`config.mk`:
```
export PLATFORM = sky130hd
export DESIGN_NAME = sar_scan_ctrl
export DESIGN_NICKNAME = d
export VERILOG_FILES = /design/src/rtl/sar_scan_pkg.sv /design/src/rtl/sar_rst_sync.sv /design/src/rtl/sar_approx.sv /design/src/rtl/sar_chan_bank.sv /design/src/rtl/sar_scan_ctrl.sv
export SDC_FILE = /design/constraint.sdc
export NUM_CORES = 1
export LEC_CHECK = 0
export ABC_AREA = 1
export BUFFER_PORTS_ARGS = -buffer_cell sky130_fd_sc_hd__buf_2
export CAP_MARGIN = 20
export CORE_MARGIN = 2
export CORE_UTILIZATION = 48
export CTS_CLUSTER_DIAMETER = 50
export DETAILED_ROUTE_END_ITERATION = 8
export GPL_ROUTABILITY_DRIVEN = 0
export PLACE_DENSITY = 0.66
export REMOVE_ABC_BUFFERS = 1
export SYNTH_ARGS = -nofsm -noshare
export SYNTH_HDL_FRONTEND = slang
export SYNTH_HIERARCHICAL = 1
export SYNTH_SLANG_ARGS = --single-unit
```
`constraint.sdc`:
```
create_clock -name clk -period 9.8 [get_ports clk]
set_input_delay 0 -clock clk [delete_from_list [all_inputs] [get_ports clk]]
set_output_delay 0 -clock clk [all_outputs]
set_load 0.01 [all_outputs]
```
`src/rtl/sar_scan_pkg.sv`:
```
package sar_scan_pkg;
  typedef enum logic [1:0] {
    ST_IDLE  = 2'd0,
    ST_WAKE  = 2'd1,
    ST_CONV  = 2'd2,
    ST_SLEEP = 2'd3
  } seq_state_t;

  localparam int ADR_CTRL = 0;
  localparam int ADR_CMD  = 1;
  localparam int ADR_FLAG = 2;
endpackage

```
`src/rtl/sar_rst_sync.sv`:
```
module sar_rst_sync (
  input  logic clk,
  input  logic rst_n,
  output logic rst_sync_n
);
  logic [1:0] shift_q;

  always_ff @(posedge clk or negedge rst_n) begin
    if (!rst_n) shift_q <= 2'b00;
    else        shift_q <= {shift_q[0], 1'b1};
  end

  assign rst_sync_n = shift_q[1];
endmodule

```
`src/rtl/sar_approx.sv`:
```
module sar_approx #(
  parameter int RES = 10
) (
  input  logic           clk,
  input  logic           rst_n,
  input  logic           step,
  input  logic           cmp_hi,
  output logic [RES-1:0] trial,
  output logic [RES-1:0] result,
  output logic           last
);
  localparam int KW = $clog2(RES);

  logic [RES-1:0] acc_q, acc_d;
  logic [KW-1:0]  k_q, k_d;
  logic [RES-1:0] bit_mask;

  assign bit_mask = {{(RES-1){1'b0}}, 1'b1} << k_q;
  assign trial    = acc_q | bit_mask;
  assign result   = cmp_hi ? trial : acc_q;
  assign last     = (k_q == '0);

  always_comb begin
    acc_d = acc_q;
    k_d   = k_q;
    if (step) begin
      if (last) begin
        acc_d = '0;
        k_d   = KW'(RES - 1);
      end else begin
        acc_d = result;
        k_d   = k_q - 1'b1;
      end
    end
  end

  always_ff @(posedge clk or negedge rst_n) begin
    if (!rst_n) begin
      acc_q <= '0;
      k_q   <= KW'(RES - 1);
    end else if (step) begin
      acc_q <= acc_d;
      k_q   <= k_d;
    end
  end
endmodule

```
`src/rtl/sar_chan_bank.sv`:
```
module sar_chan_bank #(
  parameter int NCH = 8,
  parameter int RES = 10
) (
  input  logic               clk,
  input  logic               rst_n,
  input  logic               wr_en,
  input  logic [$clog2(NCH)-1:0] wr_ch,
  input  logic [RES-1:0]     wr_val,
  input  logic               rd_en,
  input  logic [$clog2(NCH)-1:0] rd_ch,
  output logic [NCH*RES-1:0] data_flat,
  output logic [NCH-1:0]     flags
);
  localparam int CW = $clog2(NCH);

  for (genvar g = 0; g < NCH; g++) begin : g_chan
    logic           hit_wr, hit_rd;
    logic [RES-1:0] data_q;
    logic           flag_q, flag_d;

    assign hit_wr = wr_en && (wr_ch == CW'(g));
    assign hit_rd = rd_en && (rd_ch == CW'(g));

    always_comb begin
      flag_d = flag_q;
      if (hit_rd) flag_d = 1'b0;
      if (hit_wr) flag_d = 1'b1;
    end

    always_ff @(posedge clk or negedge rst_n) begin
      if (!rst_n) begin
        data_q <= '0;
        flag_q <= 1'b0;
      end else begin
        if (hit_wr) data_q <= wr_val;
        flag_q <= flag_d;
      end
    end

    assign data_flat[g*RES +: RES] = data_q;
    assign flags[g] = flag_q;
  end
endmodule

```
`src/rtl/sar_scan_ctrl.sv`:
```
module sar_scan_ctrl #(
  parameter int NCH      = 8,
  parameter int RES      = 10,
  parameter int WAKE_CYC = 2,
  parameter int DW       = 16
) (
  input  logic                   clk,
  input  logic                   rst_n,
  input  logic                   bus_valid,
  input  logic                   bus_write,
  input  logic [$clog2(NCH):0]   bus_addr,
  input  logic [NCH:0]           bus_wdata,
  output logic                   bus_ready,
  output logic [DW-1:0]          bus_rdata,
  input  logic                   cmp_hi,
  output logic [RES-1:0]         dac_code,
  output logic                   conv_active,
  output logic [$clog2(NCH)-1:0] conv_chan,
  output logic                   adc_sleep,
  output logic                   irq,
  output logic                   seq_done,
  output logic                   dma_req,
  output logic [$clog2(NCH)-1:0] dma_chan
);
  import sar_scan_pkg::*;

  localparam int CW = $clog2(NCH);
  localparam int AW = CW + 1;
  localparam int WW = (WAKE_CYC > 1) ? $clog2(WAKE_CYC) : 1;

  logic rst_i_n;

  sar_rst_sync u_rst (
    .clk        (clk),
    .rst_n      (rst_n),
    .rst_sync_n (rst_i_n)
  );

  // bus decode
  logic acc_rd, acc_wr, trig, irq_clr, ctrl_wr, data_rd;
  assign acc_rd  = bus_valid && !bus_write;
  assign acc_wr  = bus_valid && bus_write;
  assign trig    = acc_wr && (bus_addr == AW'(ADR_CMD)) && bus_wdata[0];
  assign irq_clr = acc_wr && (bus_addr == AW'(ADR_FLAG)) && bus_wdata[NCH];
  assign ctrl_wr = acc_wr && (bus_addr == AW'(ADR_CTRL));
  assign data_rd = acc_rd && bus_addr[AW-1];

  // state
  seq_state_t      state_q, state_d;
  logic [WW-1:0]   wcnt_q, wcnt_d;
  logic [NCH-1:0]  pend_q, pend_d;
  logic [CW-1:0]   ch_q, ch_d;
  logic [NCH-1:0]  en_q, en_d;
  logic            as_q, as_d;
  logic            irq_q, irq_d;
  logic            done_q, done_d;
  logic            dma_q, dma_d;
  logic [CW-1:0]   dmach_q, dmach_d;

  logic            step, last, wr_en;
  logic [RES-1:0]  trial, result;
  logic [NCH*RES-1:0] data_flat;
  logic [NCH-1:0]  flags;

  function automatic logic [CW-1:0] lowest(input logic [NCH-1:0] m);
    logic [CW-1:0] r;
    r = '0;
    for (int i = NCH - 1; i >= 0; i--) begin
      if (m[i]) r = CW'(i);
    end
    return r;
  endfunction

  sar_approx #(.RES(RES)) u_approx (
    .clk    (clk),
    .rst_n  (rst_i_n),
    .step   (step),
    .cmp_hi (cmp_hi),
    .trial  (trial),
    .result (result),
    .last   (last)
  );

  sar_chan_bank #(.NCH(NCH), .RES(RES)) u_bank (
    .clk       (clk),
    .rst_n     (rst_i_n),
    .wr_en     (wr_en),
    .wr_ch     (ch_q),
    .wr_val    (result),
    .rd_en     (data_rd),
    .rd_ch     (bus_addr[CW-1:0]),
    .data_flat (data_flat),
    .flags     (flags)
  );

  // next state
  always_comb begin
    logic           launch, finish;
    logic [NCH-1:0] launch_mask, rem;
    state_d     = state_q;
    wcnt_d      = wcnt_q;
    pend_d      = pend_q;
    ch_d        = ch_q;
    irq_d       = irq_q & ~irq_clr;
    done_d      = 1'b0;
    dma_d       = 1'b0;
    dmach_d     = dmach_q;
    step        = 1'b0;
    wr_en       = 1'b0;
    launch      = 1'b0;
    finish      = 1'b0;
    launch_mask = '0;
    rem         = '0;
    unique case (state_q)
      ST_IDLE: begin
        if (trig) begin
          launch      = 1'b1;
          launch_mask = en_q;
        end
      end
      ST_SLEEP: begin
        if (trig) begin
          state_d = ST_WAKE;
          wcnt_d  = '0;
          pend_d  = en_q;
        end
      end
      ST_WAKE: begin
        if (wcnt_q == WW'(WAKE_CYC - 1)) begin
          launch      = 1'b1;
          launch_mask = pend_q;
        end else begin
          wcnt_d = wcnt_q + 1'b1;
        end
      end
      ST_CONV: begin
        step = 1'b1;
        if (last) begin
          wr_en   = 1'b1;
          dma_d   = 1'b1;
          dmach_d = ch_q;
          rem     = pend_q & ~({{(NCH-1){1'b0}}, 1'b1} << ch_q);
          pend_d  = rem;
          if (rem == '0) finish = 1'b1;
          else           ch_d   = lowest(rem);
        end
      end
      default: state_d = ST_IDLE;
    endcase
    if (launch) begin
      if (launch_mask == '0) begin
        finish = 1'b1;
      end else begin
        state_d = ST_CONV;
        pend_d  = launch_mask;
        ch_d    = lowest(launch_mask);
      end
    end
    if (finish) begin
      done_d  = 1'b1;
      irq_d   = 1'b1;
      state_d = as_q ? ST_SLEEP : ST_IDLE;
    end
  end

  always_comb begin
    en_d = ctrl_wr ? bus_wdata[NCH-1:0] : en_q;
    as_d = ctrl_wr ? bus_wdata[NCH]     : as_q;
  end

  always_ff @(posedge clk or negedge rst_i_n) begin
    if (!rst_i_n) begin
      state_q <= ST_IDLE;
      wcnt_q  <= '0;
      pend_q  <= '0;
      ch_q    <= '0;
      en_q    <= '0;
      as_q    <= 1'b0;
      irq_q   <= 1'b0;
      done_q  <= 1'b0;
      dma_q   <= 1'b0;
      dmach_q <= '0;
    end else begin
      state_q <= state_d;
      wcnt_q  <= wcnt_d;
      pend_q  <= pend_d;
      ch_q    <= ch_d;
      en_q    <= en_d;
      as_q    <= as_d;
      irq_q   <= irq_d;
      done_q  <= done_d;
      dma_q   <= dma_d;
      dmach_q <= dmach_d;
    end
  end

  // read path
  always_comb begin
    bus_rdata = '0;
    if (bus_addr[AW-1]) begin
      bus_rdata[RES-1:0] = data_flat[int'(bus_addr[CW-1:0]) * RES +: RES];
    end else if (bus_addr == AW'(ADR_CTRL)) begin
      bus_rdata[NCH:0] = {as_q, en_q};
    end else if (bus_addr == AW'(ADR_CMD)) begin
      bus_rdata[1:0] = {state_q == ST_SLEEP,
                        (state_q == ST_WAKE) || (state_q == ST_CONV)};
    end else if (bus_addr == AW'(ADR_FLAG)) begin
      bus_rdata[NCH:0] = {irq_q, flags};
    end
  end

  assign bus_ready   = bus_valid;
  assign conv_active = (state_q == ST_CONV);
  assign conv_chan   = ch_q;
  assign dac_code    = conv_active ? trial : '0;
  assign adc_sleep   = (state_q == ST_SLEEP);
  assign irq         = irq_q;
  assign seq_done    = done_q;
  assign dma_req     = dma_q;
  assign dma_chan    = dmach_q;
endmodule

```
==> flow_summary.json <==
{
  "path_cells": "inv_1 > ha_1 > nand2_1 > inv_1 > inv_2 > nor2_4 > nand2_1 > nand2_1 > nand2_1",
  "synth_compound_area_share_pct": 9.13,
  "rows": 44,
  "tightestPinTransition_ns": 0.871,
  "run_status": "complete, no violations",
  "dp_cells": 1166,
  "netlist_area_sq_um": 7170,
  "synth.area.top_cells": "dfrtp_1 46%, nand2_1 21%, nand3_1 5.3%, o21ai_0 4.5%, inv_1 4.0%",
  "root_buffer": "clkbuf_16",
  "synthMuxAreaShare_pct": 0,
  "crit_type": "reg2reg",
  "final_layout_size_suffix_gt1_share_pct": 13.1,
  "finalMaxSlewViolations": 0,
  "fin_crit_sh_pct": 33.9,
  "final_common_cell": "nand2_1",
  "grt_pass1_vias": 6078,
  "setup_viol": 0,
  "hold_viol_final": 0,
  "io_buffers": 49,
  "cp.arrival_ns": 3.63,
  "ant_nets": 0,
  "fmax_mhz": 301,
  "slew_headroom_pct": 42.0,
  "grt_use_total_pct": 26.5,
  "cts.sinks": 133,
  "required_ns": 10.10,
  "viasPerCell": 5.37,
  "die_w_um": 126,
  "drt_iter0_drc": 877,
  "nets": 1035,
  "avgSynthCellArea_sq_um": 7.29,
  "grt_pass1_wl_um": 32700,
  "synth_cell_types": 37,
  "cts_buffers": 17,
  "wirelength_um": 20400,
  "core_sq_um": 14500,
  "initial_core_util_pct": 49.3,
  "yosys.area.top_type": "dfrtp_1",
  "hold_class": "in2reg",
  "synth-simple-area-share_pct": 34.4,
  "htree_levels": 4,
  "ys_warn_count": 6,
  "antenna_found_initial": 0,
  "clock_latency_ns": 0.42,
  "ir_drop_mv": 0.144,
  "path_clk_slew_ns": 0.06,
  "endpoint_kind": "flop",
  "synthXorXnorAreaFrac_pct": 0,
  "dieArea_sq_um": 15900,
  "final_cell_mix": "409 x nand2_1, 130 x dfrtp_1, 76 x inv_1, 76 x nand3_1, 64 x o21ai_0",
  "path_max_fanout": 34,
  "rr_worst_depth": 9,
  "cts_setup_buffers": 0,
  "synth_top_family_by_area": "simple AND/OR/NAND/NOR gates",
  "cp_slowest_cell": "nor2_4",
  "synth_seq_cells": 133,
  "post-route-util_pct": 55.6,
  "synthAdderAreaFrac_pct": 0.698,
  "grt_overflow_total": 0,
  "cts_tree": "yes",
  "post_cts_resized": 0,
  "tns_ns": 0,
  "grt_max_degree": 68,
  "holdWs_ns": 0.0566,
  "fin_ws_ns": 6.47,
  "drtPass1Iterations": 6,
  "ys_seq_area_share_pct": 46.5,
  "num_io_pins": 56,
  "layout_min_cycle_time_ns": 3.33,
  "wl_per_cell_um": 16.9,
  "leakage_nw": 4.26,
  "drc": 0,
  "critical_path.most_common_cell": "nand2_1",
  "hold-path-cell-count": 5,
  "syn_inst": 983,
  "antennaDiodeCount": 0,
  "place_hpwl_um": 13900,
  "power_density_nw_per_um2": 283,
  "fin_cells": 1210,
  "clk_path_buf_depth": 2,
  "maxCapViolations": 0,
  "vias": 6499,
  "synth.top_cell.area_share_pct": 45.7,
  "slowest_delay_ns": 0.60,
  "place_ws_ns": 6.56,
  "startpoint_type": "flop",
  "area_growth_syn_to_layout_pct": 12.7,
  "die_h_um": 126,
  "clock_skew_ns": 0.00925,
  "rsz0062_at_grt": "false"
}
state kept, by name, indices dropped and copies added, names as in the netlist, 2 cells and up:
signal                flops
u_approx/acc_q           10
u_rst/shift_q             2
u_bank/g_chan.data_q     80
en_q                      8
dma_chan                  3
u_approx/k_q              4
u_bank/g_chan.flag_q      8
state_q                   2
pend_q                    8
conv_chan                 3
report_power, final:
| group | switching, mW | internal [mW] |
|---|---|---|
| sequential | 0.177 | 0.781 |
| combinational | 0.466 | 0.238 |
| clock | 0.242 | 0.379 |
critical path, delay by kind of cell, from the launching register on:
family	cells	cell delay, ns
adder cells (fa/ha/maj)	1	0.52
AND/OR/NAND/NOR	5	1.77
flip-flops	1	0.39
buffers and inverters	3	0.50
cell usage after synthesis:
master	n
a21boi_0	2
a21oi_1	4
a221oi_1	18
a22o_1	1
a22oi_1	6
and3_1	1
buf_1	1
buf_2	23
buf_4	15
buf_6	1
clkbuf_1	14
clkbuf_2	7
clkinv_1	2
conb_1	2
dfrtp_1	131
dfstp_2	2
ha_1	4
inv_1	76
inv_2	10
nand2_1	409
nand2_2	9
nand2_4	1
nand3_1	76
nand3_2	2
nand4_1	14
nand4_2	1
nor2_1	51
nor2_2	16
nor2_4	5
o211ai_1	2
o21ai_0	64
o21ai_1	7
o21ai_2	1
o22ai_1	2
o2bb2ai_1	1
o31ai_1	1
or2_1	1
per-layer routing:
layer,vias to the layer above,track usage (%),part of all wire (%)
met1,3065,36.8,44
met2,239,40.8,47
met4,0,8.47,2.4
met5,-,0,0
li1,3161,-,-
met3,34,7.01,7.2
path summary, 6_finish.rpt:
kind                                   from                    endpoint  slack [ns]
max                              state_q[0]  u_bank/g_chan[1].data_q[7]        6.47
min                                  cmp_hi           u_approx/acc_q[6]        0.06
max reg2reg                      state_q[0]  u_bank/g_chan[1].data_q[7]        6.47
min reg2reg                u_rst/shift_q[0]            u_rst/shift_q[1]        0.35
max in group asynchronous  u_rst/shift_q[1]                conv_chan[2]        7.98
min in group asynchronous             rst_n            u_rst/shift_q[1]        0.43
metrics by stage:
stage / total power, mW / area, sq um
floorplan: 1.40 / 6860
global placement: 1.64 / 7380
detailed placement: 1.65 / 7380
CTS: 2.29 / 8080
global route: 2.44 / 8080
finish: 2.28 / 8080
area by class of cell:
class / instances / area [sq um]
Multi-Input combinational cell: 706 / 3190
Timing Repair Buffer: 67 / 410
Clock buffer: 19 / 443
Tap cell: 184 / 230
Inverter: 88 / 330
Sequential cell: 133 / 3330
Fill cell: 1379 / 6460
Clock inverter: 13 / 133
logic make-up after synthesis:
kind of cell               after synthesis
adders and majority gates                4
buffers and inverters                  149
and+or+nand+nor                        586
other                                    2
AOI/OAI and AO/OA                      109
DFF                                    133
what timing repair did:
item | in CTS | in global routing
hold endpoints to repair | 13 | 0
hold buffers | 12 | 0
setup endpoints to repair | 0 | 0
No activity file was read; power rests on OpenSTA's default activity.
